$ cat src/rtl/root_err_pkg.sv
package root_err_pkg;

    localparam int unsigned SRC_W = 16;
    localparam int unsigned VEC_W = 5;
    localparam int unsigned STS_W = 7;
    localparam int unsigned CLS_W = 3;

    // status flag positions
    localparam int unsigned B_COR      = 0;
    localparam int unsigned B_COR_MULT = 1;
    localparam int unsigned B_UNC      = 2;
    localparam int unsigned B_UNC_MULT = 3;
    localparam int unsigned B_FIRST_FT = 4;
    localparam int unsigned B_NF       = 5;
    localparam int unsigned B_FT       = 6;

    typedef enum logic [1:0] {
        SEV_COR  = 2'd0,
        SEV_NF   = 2'd1,
        SEV_FT   = 2'd2,
        SEV_NONE = 2'd3
    } sev_e;

    typedef struct packed {
        logic [CLS_W-1:0] cmd;
        logic [STS_W-1:0] sts;
        logic [SRC_W-1:0] cor_src;
        logic [SRC_W-1:0] unc_src;
        logic [VEC_W-1:0] vec;
        logic             irq;
        logic             irq_msix;
        logic [VEC_W-1:0] irq_vec;
        logic             intx;
        logic             serr;
    } rec_state_t;

    function automatic logic [CLS_W-1:0] pending_of(input logic [STS_W-1:0] s);
        return {s[B_FT], s[B_NF], s[B_COR]};
    endfunction

endpackage

$ cat src/rtl/root_err_status.sv
module root_err_status
    import root_err_pkg::*;
(
    input  logic [STS_W-1:0] sts_q,
    input  logic [SRC_W-1:0] cor_src_q,
    input  logic [SRC_W-1:0] unc_src_q,
    input  logic             msg_valid,
    input  logic [1:0]       msg_sev,
    input  logic [SRC_W-1:0] msg_src,
    input  logic             clr_en,
    input  logic [STS_W-1:0] clr_mask,
    output logic [STS_W-1:0] sts_d,
    output logic [SRC_W-1:0] cor_src_d,
    output logic [SRC_W-1:0] unc_src_d
);

    logic [STS_W-1:0] set_v;
    logic [STS_W-1:0] keep_v;
    logic             is_cor;
    logic             is_unc;

    always_comb begin
        is_cor    = msg_valid && (sev_e'(msg_sev) == SEV_COR);
        is_unc    = msg_valid && ((sev_e'(msg_sev) == SEV_NF) || (sev_e'(msg_sev) == SEV_FT));
        set_v     = '0;
        cor_src_d = cor_src_q;
        unc_src_d = unc_src_q;

        if (is_cor) begin
            if (sts_q[B_COR]) begin
                set_v[B_COR_MULT] = 1'b1;
            end else begin
                cor_src_d = msg_src;
            end
            set_v[B_COR] = 1'b1;
        end

        if (is_unc) begin
            if (sts_q[B_UNC]) begin
                set_v[B_UNC_MULT] = 1'b1;
            end else begin
                unc_src_d = msg_src;
            end
            set_v[B_UNC] = 1'b1;
            if (sev_e'(msg_sev) == SEV_FT) begin
                set_v[B_FT] = 1'b1;
                if (!sts_q[B_UNC]) begin
                    set_v[B_FIRST_FT] = 1'b1;
                end
            end else begin
                set_v[B_NF] = 1'b1;
            end
        end

        keep_v = clr_en ? (sts_q & ~clr_mask) : sts_q;
        sts_d  = keep_v | set_v;
    end

endmodule

$ cat src/rtl/root_err_notify.sv
module root_err_notify
    import root_err_pkg::*;
(
    input  logic [STS_W-1:0] sts_q,
    input  logic [CLS_W-1:0] cmd_q,
    input  logic [CLS_W-1:0] cmd_d,
    input  logic             cmd_wr,
    input  logic             msg_valid,
    input  logic [1:0]       msg_sev,
    input  logic             msix_en,
    input  logic             msi_en,
    input  logic             intx_en,
    input  logic             intx_q,
    output logic             irq_d,
    output logic             irq_msix_d,
    output logic             intx_d
);

    logic [CLS_W-1:0] pend;
    logic             sev_enabled;
    logic             msg_hit;
    logic             cmd_hit;
    logic             msg_mode;

    always_comb begin
        pend        = pending_of(sts_q);
        sev_enabled = 1'b0;
        if (msg_valid && (sev_e'(msg_sev) != SEV_NONE)) begin
            sev_enabled = cmd_q[msg_sev];
        end
        msg_hit  = sev_enabled && ((pend & cmd_q) == '0);
        cmd_hit  = cmd_wr && ((pend & cmd_q) == '0) && ((pend & cmd_d) != '0);
        msg_mode = msix_en || msi_en;

        irq_d      = msg_mode && (msg_hit || cmd_hit);
        irq_msix_d = irq_d && msix_en;

        if (msg_mode || !intx_en) begin
            intx_d = 1'b0;
        end else begin
            intx_d = cmd_wr ? |(cmd_d & pend) : intx_q;
            if (msg_hit) begin
                intx_d = 1'b1;
            end
        end
    end

endmodule

$ cat src/rtl/root_err_collector.sv
module root_err_collector
    import root_err_pkg::*;
(
    input  logic             clk,
    input  logic             rst_n,
    input  logic             msg_valid,
    input  logic [1:0]       msg_sev,
    input  logic [SRC_W-1:0] msg_src,
    input  logic             serr_en,
    input  logic             cmd_wr,
    input  logic [CLS_W-1:0] cmd_wdata,
    input  logic             sts_clr,
    input  logic [STS_W-1:0] sts_clr_mask,
    input  logic             vec_wr,
    input  logic [VEC_W-1:0] vec_wdata,
    input  logic             msix_en,
    input  logic             msi_en,
    input  logic             intx_en,
    output logic [CLS_W-1:0] root_cmd,
    output logic [STS_W-1:0] root_sts,
    output logic [SRC_W-1:0] cor_src,
    output logic [SRC_W-1:0] unc_src,
    output logic [VEC_W-1:0] irq_vec,
    output logic             msg_irq,
    output logic             msg_irq_msix,
    output logic [VEC_W-1:0] msg_irq_vec,
    output logic             intx_level,
    output logic             sys_err
);

    rec_state_t st_q;
    rec_state_t st_d;

    logic [STS_W-1:0] sts_n;
    logic [SRC_W-1:0] cor_src_n;
    logic [SRC_W-1:0] unc_src_n;
    logic [CLS_W-1:0] cmd_n;
    logic             irq_n;
    logic             irq_msix_n;
    logic             intx_n;

    assign cmd_n = cmd_wr ? cmd_wdata : st_q.cmd;

    root_err_status u_status (
        .sts_q     (st_q.sts),
        .cor_src_q (st_q.cor_src),
        .unc_src_q (st_q.unc_src),
        .msg_valid (msg_valid),
        .msg_sev   (msg_sev),
        .msg_src   (msg_src),
        .clr_en    (sts_clr),
        .clr_mask  (sts_clr_mask),
        .sts_d     (sts_n),
        .cor_src_d (cor_src_n),
        .unc_src_d (unc_src_n)
    );

    root_err_notify u_notify (
        .sts_q      (st_q.sts),
        .cmd_q      (st_q.cmd),
        .cmd_d      (cmd_n),
        .cmd_wr     (cmd_wr),
        .msg_valid  (msg_valid),
        .msg_sev    (msg_sev),
        .msix_en    (msix_en),
        .msi_en     (msi_en),
        .intx_en    (intx_en),
        .intx_q     (st_q.intx),
        .irq_d      (irq_n),
        .irq_msix_d (irq_msix_n),
        .intx_d     (intx_n)
    );

    always_comb begin
        st_d          = st_q;
        st_d.cmd      = cmd_n;
        st_d.sts      = sts_n;
        st_d.cor_src  = cor_src_n;
        st_d.unc_src  = unc_src_n;
        st_d.vec      = vec_wr ? vec_wdata : st_q.vec;
        st_d.irq      = irq_n;
        st_d.irq_msix = irq_msix_n;
        st_d.irq_vec  = irq_n ? st_q.vec : '0;
        st_d.intx     = intx_n;
        st_d.serr     = serr_en && msg_valid &&
                        ((sev_e'(msg_sev) == SEV_NF) || (sev_e'(msg_sev) == SEV_FT));
    end

    always_ff @(posedge clk) begin
        if (!rst_n) begin
            st_q <= '0;
        end else begin
            st_q <= st_d;
        end
    end

    assign root_cmd     = st_q.cmd;
    assign root_sts     = st_q.sts;
    assign cor_src      = st_q.cor_src;
    assign unc_src      = st_q.unc_src;
    assign irq_vec      = st_q.vec;
    assign msg_irq      = st_q.irq;
    assign msg_irq_msix = st_q.irq_msix;
    assign msg_irq_vec  = st_q.irq_vec;
    assign intx_level   = st_q.intx;
    assign sys_err      = st_q.serr;

    // first correctable message captures its identifier
    a_r2_cor_capture: assert property (@(posedge clk) disable iff (!rst_n)
        (msg_valid && msg_sev == 2'd0 && !root_sts[B_COR]) |=> (cor_src == $past(msg_src)));

    // a later uncorrectable message keeps the first identifier
    a_r3_unc_hold: assert property (@(posedge clk) disable iff (!rst_n)
        (msg_valid && (msg_sev == 2'd1 || msg_sev == 2'd2) && root_sts[B_UNC]) |=> $stable(unc_src));

    // fatal message always marks fatal received
    a_r4_fatal_set: assert property (@(posedge clk) disable iff (!rst_n)
        (msg_valid && msg_sev == 2'd2) |=> root_sts[B_FT]);

    // no notification while an enabled class is already pending
    a_r6_no_repeat: assert property (@(posedge clk) disable iff (!rst_n)
        ((pending_of(root_sts) & root_cmd) != '0) |=> !msg_irq);

    // a pulse and the level line never coincide
    a_r7_one_path: assert property (@(posedge clk) disable iff (!rst_n)
        msg_irq |-> !intx_level);

    // the vector only moves on its own load strobe
    a_r11_vec_ro: assert property (@(posedge clk) disable iff (!rst_n)
        !vec_wr |=> $stable(irq_vec));

endmodule

$ cat config.mk
export PLATFORM = sky130hd
export DESIGN_NAME = root_err_collector
export DESIGN_NICKNAME = d
export VERILOG_FILES = /design/src/rtl/root_err_pkg.sv /design/src/rtl/root_err_status.sv /design/src/rtl/root_err_notify.sv /design/src/rtl/root_err_collector.sv
export SDC_FILE = /design/constraint.sdc
export NUM_CORES = 1
export LEC_CHECK = 0
export CORE_MARGIN = 4
export CORE_UTILIZATION = 26
export CTS_CLUSTER_SIZE = 12
export DETAILED_ROUTE_END_ITERATION = 10
export DONT_BUFFER_PORTS = 1
export GPL_TIMING_DRIVEN = 0
export SYNTH_ARGS = -nofsm -noshare
export SYNTH_HDL_FRONTEND = slang
export SYNTH_HIERARCHICAL = 1
export SYNTH_SLANG_ARGS = --single-unit
export TNS_END_PERCENT = 50
$ cat constraint.sdc
create_clock -name clk -period 1.4 [get_ports clk]
set_input_delay 0.07 -clock clk [delete_from_list [all_inputs] [get_ports clk]]
set_output_delay 0.07 -clock clk [all_outputs]
set_load 0.1 [all_outputs]
## Yosys cells after proc, flatten, opt, wreduce, memory -nomap -nowiden

Cells that the tools add are included.

- Output and inout bits: 56
- Flip-flop bits (word level): 56
- Word-level logic and storage cells: 61
- Bits of input ports: 43

- Eq/ne operators: 3
- Reduce and logical (&&, ||, !) cells: 24
- Order comparisons: 1
- Muxes and demuxes: 15
- Bitwise operators: 8

Operator list:

| cell | number |
|---|---|
| 1-bit logical AND | 10 |
| 1-bit two-way mux | 10 |
| 7-bit AND | 1 |
| 7-bit two-way mux | 1 |
| 7-bit inverter | 1 |
| 7-bit OR | 1 |
| 3-bit AND | 2 |
| 2-bit AND reduction | 3 |
| 5-bit two-way mux | 1 |
| 1-bit logical OR | 4 |
| 3-bit logical NOT | 1 |
| 2-bit by 3-bit < comparator with 1-bit output, second input constant | 1 |
| 3-bit two-way mux | 1 |
| 1-bit inverter | 3 |
| 3-bit nonzero test | 1 |
| 3-bit OR reduction | 1 |
| 1-bit binary-select mux with 2-bit select | 1 |
| 2-bit by 1-bit equality test with 1-bit output, second input constant | 1 |
| 2-bit equality test, second input constant | 1 |
| 2-bit logical NOT | 1 |
| 2-bit two-way mux | 1 |
| 2-bit inequality test, second input constant | 1 |
| 2-bit nonzero test | 1 |
| 2-bit OR reduction | 1 |
| 1-bit logical NOT | 1 |

## Logic depth before layout (Yosys ltp)

Gate-level depths: netlist (run 1).

- Depth after elaboration: 7
- Mapped depth: 6
- Gate-level depth less buffers: 6

## Cells and area by module

The synthesis (run 1) kept the hierarchy.

By module, submodules not included:

| module | cells an instance | sequential area each (um^2) | instances | area an instance (um^2) |
|---|---|---|---|---|
| root_err_collector | 129 | 1,121.1 | 1 | 1,611.5 |
| root_err_status | 57 | 0.0 | 1 | 635.6 |
| root_err_notify | 15 | 0.0 | 1 | 100.1 |

## Worst setup path before layout (run 1)

OpenSTA, ideal clock, no wires.

- Kind: reg-to-reg
- From: register st_q (netlist bit root_sts[0])
- To: register st_q (netlist bit cor_src[10])
- Required time: 1,285 ps
- Setup slack: -665 ps
- Stages on the path, launching flop included: 5
- Period minus slack after synthesis: 2,065 ps
- Data arrival time: 1,950 ps
- Path through: dfxtp_1 nand3b_4 buf_6 mux2_4 and2_1

- Longest elaborated chain between the ends: 2

Ends and longest elaborated chain:

| element | RTL line | source |
|---|---|---|
| from (decl) | root_err_collector.sv:31 | `rec_state_t st_q;` |
| from (signal assigned) | root_err_collector.sv:93 | `st_q <= st_d;` |
| 1-bit inverter (no source line) | -- |  |
| 2-bit AND reduction (no source line) | -- |  |

Every way passes these cells.
A chain may end at the register's enable or synchronous reset.

## Worst setup path after layout (run 1)

- From: register st_q (netlist bit root_cmd[0])
- To: register st_q (netlist bit msg_irq_vec[1])

- Longest elaborated chain between the ends: 7
- Elaborated cells on any way between the ends: 14
- Those cells by class: mux (4); bitwise (2); reduce/logical (8)

Ends and longest elaborated chain:

| element | RTL line | source |
|---|---|---|
| 3-bit two-way mux | root_err_collector.sv:42 | `assign cmd_n = cmd_wr ? cmd_wdata : st_q.cmd;` |
| named net cmd_n[0] | root_err_collector.sv:37 | `logic [CLS_W-1:0] cmd_n;` |
| 3-bit AND | root_err_notify.sv:32 | `cmd_hit = cmd_wr && ((pend & cmd_q) == '0) && ((pend & cmd_d) != '0);` |
| 3-bit nonzero test | root_err_notify.sv:32 |  |
| 1-bit logical AND | root_err_notify.sv:32 |  |
| 1-bit logical OR | root_err_notify.sv:35 | `irq_d = msg_mode && (msg_hit \|\| cmd_hit);` |
| 1-bit logical AND | root_err_notify.sv:35 |  |
| named net irq_n | root_err_collector.sv:38 | `logic irq_n;` |
| 2-bit AND reduction (no source line) | -- |  |

The timed path passes the listed nets, and every way through them passes these cells. The select of a mux whose other input is x is not followed.

==> results of run 1 <==
registers in the layout (all words and copies together) (netlist names):
name	count
msg_irq_msix	1
intx_level	1
unc_src	16
msg_irq_vec	5
sys_err	1
root_cmd	3
cor_src	16
irq_vec	5
root_sts	7
msg_irq	1
metrics by stage:
stage / total power [mW] / hold WS (ns) / worst slack, ns / std cells
6_report: 3.64 / 0.0281 / -0.419 / 353
5_1_grt: 3.82 / 0.0000354 / -0.482 / 353
4_1_cts: 3.67 / 0.000259 / -0.435 / 350
3_5_place_dp: 2.58 / 0.214 / -0.531 / 309
3_3_place_gp: 2.58 / 0.204 / -0.465 / 309
2_1_floorplan: 2.51 / 0.196 / -0.266 / 201
final cells by class:
| cell class | instances | area share (%) |
|---|---|---|
| multi-input combinational | 132 | 41.0 |
| clock buffer | 8 | 2.82 |
| tap | 108 | 4.23 |
| buffer | 9 | 2.04 |
| timing repair buffer | 37 | 13.2 |
| inverter | 3 | 0.353 |
| sequential | 56 | 36.4 |
kinds of logic after synthesis:
family	Yosys count	synth area share [%]
buffers and inverters	13	3.36
XOR/XNOR	1	0.373
multiplexers	41	22.9
adder cells (fa/ha/maj)	2	1.07
flip-flops	56	47.8
AND/OR/NAND/NOR	74	19.9
AO/OA/AOI/OAI	14	4.69
worst max-delay path, stage by stage (launching register included):
cell	delay, ns
dfxtp_4	0.46
mux2_4	0.31
a222oi_1	0.30
buf_4	0.19
nor2b_4	0.04
a21oi_4	0.14
nor2_4	0.08
and3_1	0.19
report_power, final:
group | switching [mW] | leakage, nW | internal (mW) | total (mW)
combinational | 0.179 | 0.918 | 0.338 | 0.517
clock | 0.496 | 0.0455 | 0.405 | 0.902
sequential | 0.558 | 0.467 | 1.66 | 2.22
total | 1.23 | 1.43 | 2.41 | 3.64
cell usage after synthesis:
library cell  count  share of area, %
a21oi_1           2              0.43
a222oi_1          2              0.85
a22o_1            2              0.75
a31oi_1           1              0.27
a32o_1            2              0.85
and2_1           45                12
and3_1            5               1.3
buf_2             3              0.64
buf_6             3               1.4
clkbuf_1          1              0.16
clkbuf_2          3              0.64
dfxtp_1          56                48
ha_1              2               1.1
inv_1             3              0.48
mux2_2           13               6.2
mux2_4           22                14
mux2i_1           6               2.6
nand2_1           9               1.4
nand3_1           1              0.21
nand3b_1          1              0.32
nand3b_4          2               1.7
nor2_1            4              0.64
nor2b_1           6               1.6
nor4b_2           1              0.64
o21ai_0           2              0.43
o2bb2ai_1         3               1.1
xnor2_1           1              0.37
per-layer routing:
layer,share of wire (%),up-vias,GRT usage [%]
li1,-,767,-
met1,40,786,13.1
met2,49,76,19.5
met3,10,2,5.14
met4,0.47,0,3.09
met5,0,-,0
worst paths after layout:
path / endpoint / start / depth (start not counted)
min reg2reg: msg_irq_vec[4]$_SDFF_PN0_ / irq_vec[4]$_SDFFE_PN0P_ / 1
max: msg_irq_vec[1]$_SDFF_PN0_ / root_cmd[0]$_SDFF_PN0_ / 7
max reg2reg: msg_irq_vec[1]$_SDFF_PN0_ / root_cmd[0]$_SDFF_PN0_ / 7
min: unc_src[8]$_SDFF_PN0_ / msg_src[8] / 2
what timing repair did:
action	CTS	global route
gates resized for setup	25	50
pin swaps	5	10
buffers inserted	7	1
cloned	2	0
hold buffers	24	3
hold endpoints to repair	25	3
endpoints found under the setup margin	41	63
==> flow_metrics.tcl, run 1 <==
set metrics [dict create \
    route.detailed.wl_per_inst_um 17.4 \
    drtIter0Drc 25 \
    fmaxAchievable_ghz 0.550 \
    power_leakage_nw 1.43 \
    finClkSkew_ns 0.00418 \
    mostFrequentLayoutCell "mux2_4" \
    regToRegSetupSlack_ns -0.42 \
    die_h_um 103 \
    start_kind "flip-flop" \
    worstSkewPairLatency_ns 0.30 \
    cp.arrival_ns 2.02 \
    rsz0062_at_grt "yes" \
    drive_gt1_share_pct 47.8 \
    cts_made_buffers 5 \
    grt_max_degree 16 \
    drcViolationCount 0 \
    hold_path_class "in -> reg" \
    io_buffers 0 \
    violations "setup timing" \
    synth_warnings 6 \
    finalCriticalPeriod_ns 1.82 \
    cts_root_buffer "clkbuf_8" \
    cts_buffer_depth 2 \
    grt_overflow 0 \
    status "finished, violations left" \
    final.setup.tns_ns -7.68 \
    seqCellArea_um2 1160 \
    stdcell_area_um2 3190 \
    final_util_pct 36.4 \
    min_period_over_period_pct 130 \
    core_um2 8760 \
    worst_pin_slew_ns 0.993 \
    setup_viol 40 \
    clk_pin_slew_worst_paths_ns 0.10 \
    fill_cells 871 \
    hold_violations 0 \
    required_ns 1.60 \
    vias_per_cell 4.62 \
    vdd_drop_max_mv 0.507 \
    setup_ws_ns -0.419 \
    tritoncts "built" \
    worst_slew_margin_rel_pct 33.7 \
    grt_pass1_wl_um 9200 \
    antenna_found_initial 0 \
    syn_nets 246 \
    max-cap-violations 0 \
    numClockSinks 56 \
    dpl_cell_area_um2 2510 \
    diodes 0 \
    wirelength_um 6150 \
    netlist_area_um2 2350 \
    drtPass1Iterations 4 \
    powerDensity_nw_per_um2 1140 \
    gp_congestion 0.723 \
    h-tree-depth 2 \
    multi_input_area_um2 1310 \
    start_util_pct 26.8 \
    synth_seq_cells 56 \
    vias 1631 \
    finish.net_count 289 \
    synth_area_per_cell_um2 11.7 \
    setup.worst_path.end_class "flip-flop" \
    die_w_um 103 \
    detail-route-antenna-nets 0 \
    grt.total_usage_pct 11.5 \
    syn-instance-count 201 \
    slew_viol_final 0 \
    grt_pass1_vias 1787 \
    worstSetupPathType "reg -> reg" \
    synthToLayoutAreaGrowth_pct 36.0 \
    dp_hpwl_um 4160 \
    io_pins 99 \
    num_rows 34 \
    cp_max_fo 6 \
    mostFrequentLayoutCells "35 x mux2_4, 34 x dfxtp_1, 27 x dlygate4sd3_1" \
    synth_cell_types 27 \
    die_area_um2 10600 \
    seq_area_frac_synth_pct 47.8 \
]
Power figures use the tool's default switching activity.
==> run 2: changes to the inputs <==
--- a/config.mk
+++ b/config.mk
@@ -6,9 +6,9 @@
 export NUM_CORES = 1
 export LEC_CHECK = 0
+export BUFFER_PORTS_ARGS = -buffer_cell sky130_fd_sc_hd__buf_2
 export CORE_MARGIN = 4
 export CORE_UTILIZATION = 26
 export CTS_CLUSTER_SIZE = 12
 export DETAILED_ROUTE_END_ITERATION = 10
-export DONT_BUFFER_PORTS = 1
 export GPL_TIMING_DRIVEN = 0
 export SYNTH_ARGS = -nofsm -noshare
==> constraint.sdc (replaced) <==
create_clock -name clk -period 1.4 [get_ports clk]
set_input_delay 0.21 -clock clk [delete_from_list [all_inputs] [get_ports clk]]
set_output_delay 0.21 -clock clk [all_outputs]
set_load 0.1 [all_outputs]
==> flow_metrics.tcl, run 2 (synthesized netlist as in run 1, its figures left out) <==
set metrics [dict create \
    worstSetupPathType "reg -> reg" \
    regToRegSetupSlack_ns -0.32 \
    worst_slew_margin_rel_pct 66.9 \
    final.setup.tns_ns -2.44 \
    io_buffers 96 \
    fmaxAchievable_ghz 0.583 \
    finalCriticalPeriod_ns 1.72 \
    cp_max_fo 6 \
    worstSkewPairLatency_ns 0.30 \
    pwr-share-comb_pct 27.2 \
    clk_pin_slew_worst_paths_ns 0.10 \
    fin_hold_ws_ns 0.132 \
    finClkSkew_ns 0.00964 \
    setup_viol 8 \
    min_period_over_period_pct 123 \
    core_um2 8760 \
    cts_buffer_depth 2 \
    gp_congestion 0.756 \
    synthToLayoutAreaGrowth_pct 35.8 \
    die_w_um 103 \
    drive_gt1_share_pct 55.2 \
    numClockSinks 56 \
    io_pins 99 \
    dp_hpwl_um 4290 \
    pre_cts_ws_ns -0.420 \
    finish.net_count 354 \
    die_area_um2 10600 \
    switchingPower_mw 1.24 \
    max-cap-violations 0 \
    tritoncts "built" \
    setup.worst_path.end_class "flip-flop" \
    start_util_pct 26.8 \
    mostFrequentLayoutCell "buf_2" \
    wirelength_um 5740 \
    start_kind "flip-flop" \
    stdcell_area_um2 3190 \
    required_ns 1.60 \
    num_rows 34 \
    grt.total_usage_pct 10.8 \
    p_seq_share_pct 46.6 \
    vdd_drop_max_mv 0.472 \
    detail-route-antenna-nets 0 \
    powerDensity_nw_per_um2 1150 \
    min_to "sys_err$_SDFF_PN0_" \
    status "finished, violations left" \
    cts_root_buffer "clkbuf_8" \
    grt_pass1_wl_um 8960 \
    swShare_pct 34.1 \
    diodes 0 \
    power_leakage_nw 1.64 \
    antenna_found_initial 0 \
    p_int_mw 2.41 \
    cp.arrival_ns 1.92 \
    met3_length_um 552 \
    clock_power_share_pct 26.3 \
    fill_cells 901 \
    setup_ws_ns -0.316 \
    hold_path_class "in -> reg" \
    seqCellArea_um2 1140 \
    die_h_um 103 \
    violations "setup timing" \
    grt_max_degree 17 \
    drcViolationCount 0 \
    cts_made_buffers 5 \
    slew_viol_final 0 \
    r2r-start "root_cmd[0]$_SDFF_PN0_" \
    drtIter0Drc 12 \
    mostFrequentLayoutCells "98 x buf_2, 49 x dfxtp_1, 44 x and2_1" \
    rsz0062_at_grt "yes" \
    rr_endpoint "msg_irq_vec[0]$_SDFF_PN0_" \
    ctsHoldBuffers 0 \
    grt_overflow 0 \
    dpl_cell_area_um2 2990 \
    wl_met2_um 2620 \
    grt_pass1_vias 1843 \
    ff2ff_path_depth 6 \
    worst_pin_slew_ns 0.499 \
    vias 1841 \
    min_path_cells 3 \
    route.detailed.wl_per_inst_um 13.7 \
    multi_input_area_um2 1190 \
    hp-start "serr_en" \
    drtPass1Iterations 5 \
    h-tree-depth 2 \
    hold_violations 0 \
    vias_per_cell 4.40 \
    wl_met1_um 2530 \
    top_layer "met4" \
]
==> run 2: what timing repair did <==
item                       CTS  global route
buffers inserted             3             2
pin swaps                    4            11
resized for setup            6             6
setup endpoints to repair   18            18
==> run 2: layout make-up <==
class | count | share of cell area, %
inverter | 3 | 0.353
clock buffer | 8 | 3.14
timing repair buffer | 101 | 16.7
multi-input combinational | 132 | 37.3
buffer | 10 | 2.51
tap | 108 | 4.24
sequential | 56 | 35.8
==> run 2: worst max-delay path, cell delays in order, from the launching register on <==
cell	delay [ns]
dfxtp_4	0.36
mux2_4	0.27
a222oi_1	0.43
nor2b_1	0.11
a21oi_2	0.20
nor2_4	0.09
and3_4	0.16
==> run 2: metrics by stage <==
step           power (mW)  cells  util [%]
2_1_floorplan        2.51    201         -
3_3_place_gp         2.70    405      34.1
3_5_place_dp         2.71    405      34.1
4_1_cts              3.70    416      35.7
5_1_grt              3.82    418      36.4
6_report             3.65    418      36.4
==> run 2: per-layer routing <==
layer | GRT usage (%) | vias up
met5 | 0 | -
met4 | 2.39 | 0
met3 | 3.79 | 4
met2 | 18.1 | 78
met1 | 13.2 | 857
li1 | - | 902
==> run 2: how the worst max path moves through the flow <==
stage                                start  depth (start not counted)  slack (ns)                   endpoint
floorplan           root_cmd[0]$_SDFF_PN0_                          6       -0.27  msg_irq_vec[0]$_SDFF_PN0_
global placement                    cmd_wr                          7       -0.42  msg_irq_vec[2]$_SDFF_PN0_
detailed placement                  cmd_wr                          7       -0.42  msg_irq_vec[3]$_SDFF_PN0_
CTS                 root_cmd[0]$_SDFF_PN0_                          6       -0.30  msg_irq_vec[3]$_SDFF_PN0_
global route        root_cmd[0]$_SDFF_PN0_                          6       -0.38  msg_irq_vec[1]$_SDFF_PN0_
finish              root_cmd[0]$_SDFF_PN0_                          6       -0.32  msg_irq_vec[0]$_SDFF_PN0_
==> run 2: power groups by stage <==
stage	registers (mW)	logic (mW)	clock network (mW)
3_3_place_gp	1.74	0.965	0
3_5_place_dp	1.74	0.972	0
4_1_cts	1.70	0.992	1.01
6_report	1.70	0.992	0.960
2_1_floorplan	2.23	0.276	0
5_1_grt	1.71	1.05	1.06
